## src/rtl/cmdseq_pkg.sv

```systemverilog
package cmdseq_pkg;

   localparam int OP_W = 4;

   typedef enum logic [OP_W-1:0] {
      OP_NONE          = 4'd0,
      OP_BUS_RESET     = 4'd1,
      OP_QUEUE_SETUP   = 4'd2,
      OP_ABORT         = 4'd3,
      OP_CONFIG        = 4'd4,
      OP_TGT_RESET     = 4'd5,
      OP_ADAPTER_RESET = 4'd6,
      OP_MSG_SETUP     = 4'd7,
      OP_ISSUE         = 4'd8,
      OP_UNPLUG        = 4'd9
   } op_e;

   // first code past the legal range
   localparam logic [31:0] OP_LIMIT = 32'd10;

   typedef enum logic [1:0] {
      RC_FAIL,
      RC_OK,
      RC_EXT,
      RC_MSG
   } rclass_e;

   localparam logic [31:0] ST_OK   = 32'h0000_0000;
   localparam logic [31:0] ST_FAIL = 32'hFFFF_FFFF;
   localparam logic [31:0] ST_MORE = 32'hFFFF_FFFE;

   localparam logic [31:0] OFS_CMD    = 32'h00;
   localparam logic [31:0] OFS_DATA   = 32'h04;
   localparam logic [31:0] OFS_STATUS = 32'h08;

   function automatic int max2(input int a, input int b);
      return (a > b) ? a : b;
   endfunction

endpackage

```

## src/rtl/cmdseq_decode.sv

```systemverilog
module cmdseq_decode
   import cmdseq_pkg::*;
(
   input  logic [31:0] code,
   output op_e         op
);
   logic legal;

   assign legal = (code != 32'd0) && (code < OP_LIMIT);
   assign op    = legal ? op_e'(code[OP_W-1:0]) : OP_NONE;

endmodule

```

## src/rtl/cmdseq_opinfo.sv

```systemverilog
module cmdseq_opinfo
   import cmdseq_pkg::*;
#(
   parameter int QSETUP_WORDS = 8,
   parameter int ABORT_WORDS  = 2,
   parameter int CONFIG_WORDS = 6,
   parameter int TRESET_WORDS = 3,
   parameter int MSETUP_WORDS = 4,
   parameter int CNT_W        = 4
) (
   input  op_e              op,
   output logic [CNT_W-1:0] need,
   output rclass_e          rclass
);
   always_comb begin
      case (op)
         OP_QUEUE_SETUP: need = CNT_W'(QSETUP_WORDS);
         OP_ABORT:       need = CNT_W'(ABORT_WORDS);
         OP_CONFIG:      need = CNT_W'(CONFIG_WORDS);
         OP_TGT_RESET:   need = CNT_W'(TRESET_WORDS);
         OP_MSG_SETUP:   need = CNT_W'(MSETUP_WORDS);
         default:        need = '0;
      endcase
   end

   always_comb begin
      case (op)
         OP_BUS_RESET, OP_ABORT, OP_ADAPTER_RESET: rclass = RC_OK;
         OP_QUEUE_SETUP, OP_TGT_RESET:             rclass = RC_EXT;
         OP_MSG_SETUP:                             rclass = RC_MSG;
         default:                                  rclass = RC_FAIL;
      endcase
   end

endmodule

```

## src/rtl/cmdseq_wordbuf.sv

```systemverilog
module cmdseq_wordbuf #(
   parameter int DEPTH = 8,
   parameter int CNT_W = 4
) (
   input  logic               clk,
   input  logic               rst_n,
   input  logic               we,
   input  logic [CNT_W-1:0]   idx,
   input  logic [31:0]        wdata,
   output logic [DEPTH*32-1:0] view
);
   for (genvar i = 0; i < DEPTH; i++) begin : g_word
      logic [31:0] word_q;
      logic        hit;

      assign hit = we && (idx == CNT_W'(i));

      always_ff @(posedge clk) begin
         if (!rst_n)   word_q <= '0;
         else if (hit) word_q <= wdata;
      end

      // the word arriving this cycle is visible at once
      assign view[i*32 +: 32] = hit ? wdata : word_q;
   end

endmodule

```

## src/rtl/cmdseq_top.sv

```systemverilog
module cmdseq_top
   import cmdseq_pkg::*;
#(
   parameter int ADDR_W       = 8,
   parameter int QSETUP_WORDS = 8,
   parameter int ABORT_WORDS  = 2,
   parameter int CONFIG_WORDS = 6,
   parameter int TRESET_WORDS = 3,
   parameter int MSETUP_WORDS = 4,
   localparam int DEPTH = max2(max2(max2(QSETUP_WORDS, ABORT_WORDS),
                                    max2(CONFIG_WORDS, TRESET_WORDS)),
                               max2(MSETUP_WORDS, 1)),
   localparam int CNT_W = $clog2(DEPTH + 1)
) (
   input  logic                clk,
   input  logic                rst_n,
   input  logic                wr_en,
   input  logic                rd_en,
   input  logic [ADDR_W-1:0]   addr,
   input  logic [31:0]         wdata,
   output logic [31:0]         rdata,
   input  logic                msg_en,
   input  logic [31:0]         exec_result,
   output logic                exec_valid,
   output logic [OP_W-1:0]     exec_op,
   output logic [DEPTH*32-1:0] exec_data
);
   if (ADDR_W < 4) begin : g_bad_addr
      $error("cmdseq_top: ADDR_W must be at least 4");
   end
   if (QSETUP_WORDS < 0 || ABORT_WORDS < 0 || CONFIG_WORDS < 0 ||
       TRESET_WORDS < 0 || MSETUP_WORDS < 0) begin : g_bad_len
      $error("cmdseq_top: payload lengths must be non-negative");
   end

   op_e              op_q, new_op, op_sel;
   logic [CNT_W-1:0] cnt_q, cnt_sel, need;
   logic [31:0]      status_q, result;
   rclass_e          rclass;
   logic             wr_cmd, wr_dat, accepted, fire;

   assign wr_cmd   = wr_en && (addr == OFS_CMD[ADDR_W-1:0]);
   assign wr_dat   = wr_en && (addr == OFS_DATA[ADDR_W-1:0]);
   assign accepted = wr_dat && (cnt_q < CNT_W'(DEPTH));

   cmdseq_decode u_dec (
      .code (wdata),
      .op   (new_op)
   );

   assign op_sel  = wr_cmd ? new_op : op_q;
   assign cnt_sel = wr_cmd   ? '0 :
                    accepted ? cnt_q + 1'b1 : cnt_q;

   cmdseq_opinfo #(
      .QSETUP_WORDS (QSETUP_WORDS),
      .ABORT_WORDS  (ABORT_WORDS),
      .CONFIG_WORDS (CONFIG_WORDS),
      .TRESET_WORDS (TRESET_WORDS),
      .MSETUP_WORDS (MSETUP_WORDS),
      .CNT_W        (CNT_W)
   ) u_info (
      .op     (op_sel),
      .need   (need),
      .rclass (rclass)
   );

   cmdseq_wordbuf #(
      .DEPTH (DEPTH),
      .CNT_W (CNT_W)
   ) u_buf (
      .clk   (clk),
      .rst_n (rst_n),
      .we    (accepted),
      .idx   (cnt_q),
      .wdata (wdata),
      .view  (exec_data)
   );

   // bytes arrived (count*4) against bytes required (need*4)
   assign fire = (wr_cmd || accepted) &&
                 ({cnt_sel, 2'b00} >= {need, 2'b00});

   always_comb begin
      case (rclass)
         RC_OK:   result = ST_OK;
         RC_EXT:  result = exec_result;
         RC_MSG:  result = msg_en ? exec_result : ST_FAIL;
         default: result = ST_FAIL;
      endcase
   end

   always_ff @(posedge clk) begin
      if (!rst_n) begin
         op_q     <= OP_NONE;
         cnt_q    <= '0;
         status_q <= ST_OK;
      end else if (fire) begin
         op_q     <= OP_NONE;
         cnt_q    <= '0;
         status_q <= result;
      end else if (wr_cmd) begin
         op_q     <= new_op;
         cnt_q    <= '0;
         status_q <= ST_MORE;
      end else if (accepted) begin
         cnt_q    <= cnt_sel;
      end
   end

   assign exec_valid = fire;
   assign exec_op    = op_sel;
   assign rdata      = (rd_en && (addr == OFS_STATUS[ADDR_W-1:0])) ?
                       status_q : 32'h0;

endmodule

```

## config.mk

```make
export PLATFORM = sky130hd
export DESIGN_NAME = cmdseq_top
export DESIGN_NICKNAME = d
export VERILOG_FILES = /design/src/rtl/cmdseq_pkg.sv /design/src/rtl/cmdseq_decode.sv /design/src/rtl/cmdseq_opinfo.sv /design/src/rtl/cmdseq_wordbuf.sv /design/src/rtl/cmdseq_top.sv
export SDC_FILE = /design/constraint.sdc
export NUM_CORES = 1
export LEC_CHECK = 0
export CORE_ASPECT_RATIO = 0.75
export CORE_MARGIN = 3
export CORE_UTILIZATION = 45
export CTS_BUF_LIST = sky130_fd_sc_hd__clkbuf_8
export DETAILED_ROUTE_END_ITERATION = 12
export DONT_BUFFER_PORTS = 1
export GPL_ROUTABILITY_DRIVEN = 0
export PLACE_DENSITY = 0.6
export SYNTH_ARGS = -nofsm -noshare
export SYNTH_HDL_FRONTEND = slang
export SYNTH_SLANG_ARGS = --single-unit
```

## constraint.sdc

```tcl
create_clock -name clk -period 7.3 [get_ports clk]
set_input_delay 1.825 -clock clk [delete_from_list [all_inputs] [get_ports clk]]
set_output_delay 1.825 -clock clk [all_outputs]
set_load 0.005 [all_outputs]
```

==> results.md <==
* Status: finished clean
* CTS tree: yes
* Clock sinks at between 200 and 300
* Main combinational cell family by area after synthesis: simple AND/OR/NAND/NOR gates
* Post-route cell area at ~14000 um^2
* Nets at 1716
* Hold Crit Start: u_buf.g_word[0].word_q[1]
* Final period utilization at between 90% and 100%
* Most frequent cell after synthesis: nand2_1
* Register area share after synthesis at between 40% and 50%
* Drt initial violations at around 830
* Synth Flop Type: dfxtp_1
* Top cells by area, synth: dfxtp_1, nand2_1, a21boi_0, clkbuf_1, a21oi_2
* Clock tree buffer depth at 3
* Fill cell total of the finished layout at 2715
* Initial antenna violation count at 0
* Detail-routed net length per standard cell at 20.2 um
* Initial Utilization at 46.6%
* Max-cap violations at 0
* H-Tree Depth at 2
* First-pass iteration count of the detailed router at 5
* Die width at roughly 200 um
* Tot Pwr at 3.06 mW
* Worst skew pair latency at 0.58 ns
* DRC viols at 0
* First-pass GRT wire length at 61700 um
* Mapped Cells at 1701
* Synthesized flop and latch total at 296
* Placement Cell Area at around 13000 um^2
* Required @ worst endpoint at approximately 5.5 ns
* RSZ-0062 raised after global routing: no
* Setup bufs post-CTS at 0
* Worst-margin pin slew at ~1 ns
* Area growth from synthesis to layout at 8.34%
* Root buffer cell: clkbuf_8
* Startpoint types: input pin
* Critical path class: in2out
* CTS resizes at 0
* Drt total wl at 41200 um
* Vias at 11016
* Syn Area/Cell at 7.52 um^2
* # rows at 52
* Number of port buffers at 0
* Pin count of the biggest net entering global routing at 290
* Worst r2r src: cnt_q[3]
* Setup ws final at approximately 0.4 ns
* CTS clock-pin slew for the worst setup and hold paths at about 0.06 ns
* Simple-Gate Fraction of Synth Area at between 20% and 30%
* Slew headroom at 32.0%
* IO Pins at 370
* Vias in the first global route at 9973
* Finished Layout Cells at 2045
* Placeable Area at around 27000 um^2
* Worst vdd ir at 0.155 mV
* Die Ht at 152 um
* Fin crit period at 6.90 ns
* Detailed-route vias per instance at 5.39
* Syn nets at 1786
* HP Class: reg2reg
* Most frequent cells after synthesis: nand2_1, dfxtp_1, a21boi_0, clkbuf_1, and2_1
* Fraction of layout cells with a size suffix above 1 at 7.44%
* Clk_skew at 0.0284 ns
* Min Hold Slack at between 0.4 and 0.5 ns
* Post-synth EDFFs at 0
* Area of the mapped netlist at 12800 um^2
* Compound-Gate Fraction of Synth Area at 19.4%
* Synth area leader: dfxtp_1
* Critical path startpoint: addr[1]
* DP Cell Count at around 2000
* Utilization after layout at 50.5%
* GRT overflow at 0
* Final number of setup-violating endpoints at 0
* Number of diodes at 0
* CP arrival at 5.07 ns
* Worst Path Max Fanout at 7
* Post-synth ARST share at 0%
* Mux share of post-synthesis cell area at 0.235%
* Syn. warnings at 0
* Setup Slack @ Placement at 0.433 ns
* XOR/XNOR share of the synthesized area at 0.137%
* F_max at 0.145 GHz
* GRT Total Usage at 25.7%
* Cts bufs inserted at 48
* Multi-input logic area at 6340 um^2
* Leakage at about 6.3 nW
* Die area at 30500 um^2
* Register area at between 5000 and 6000 um^2
* Adder-cell share of the synthesized area at less than 1%
* Power Density at 221 nW/um^2
* Fin. Hold Viols at 0
* CTS Hold Buffers Added at 0
* Final antenna-violating net count at 0
* Setup_tns at 0 ns
* Synth top area share at 46.3%
* Distinct cells, synth at 38
* Slew Limit Fails at 0
* Post-detail-place hpwl at 27100 um
* CP Capture Type: output pin
-- critical path, cell delays in order --
cell      delay, ns
or4_4          0.56
or3_4          0.44
nor4_1         0.37
a21oi_1        0.21
or3b_1         0.46
nor2_1         0.11
ha_1           0.23
nand2b_1       0.14
a21o_1         0.17
a21o_1         0.17
a21oi_1        0.24
a211oi_1       0.15
-- per-layer routing --
layer	GRT usage (%)	wire length, um	vias to the layer above
met5	0	0	-
met3	7.68	3630	73
li1	-	-	5344
met2	38.8	18000	409
met4	7.36	999	0
met1	35.8	18600	5190
-- placed cells by master, fill, tap and decap left out, types with 7 or more instances in the layout --
master and count:
o21ai_0 33, and2_1 37, a21boi_0 239, dfxtp_1 296
inv_1 31, a21boi_1 17, ha_1 8, nand3_1 34
nor4_1 10, a21oi_1 7, clkbuf_8 58, a21oi_2 30
buf_4 16, nor2_1 12, nand2_1 783
-- state kept, by name, summed over array words and instances, names as in the netlist --
signal,count
cnt_q,4
op_q,4
status_q,32
u_buf.g_word.word_q,256
-- report_power, final --
group | internal (mW) | switching (mW) | total (mW)
registers | 1.62 | 0.000388 | 1.62
logic | 0.0225 | 0.00568 | 0.0282
clock network | 0.750 | 0.663 | 1.41
-- cell type report --
cell class | count | share of cell area (%)
flip-flops and latches | 296 | 42.8
well taps | 378 | 3.41
multi-input cells | 1261 | 45.7
repair buffers | 18 | 1.16
inverters | 6 | 0.163
clock buffers | 58 | 5.76
clock inverters | 28 | 0.993
-- cell families (layout without fill, tap and decap cells) --
group | count (synthesis) | count (layout)
buffers and inverters | 144 | 110
AND/OR/NAND/NOR | 911 | 911
AO/OA/AOI/OAI | 337 | 337
multiplexers | 3 | 3
XOR/XNOR | 2 | 2
flip-flops | 296 | 296
adder cells (fa/ha/maj) | 8 | 8
-- path summary, 6_finish.rpt --
kind,end,slack [ns],cells past startpoint
max,exec_valid,0.40,12
min reg2reg,u_buf.g_word[0].word_q[1],0.46,2
max reg2reg,status_q[13],3.79,13
min,u_buf.g_word[0].word_q[1],0.46,2
Note: power is estimated with default switching activity, not from simulation.
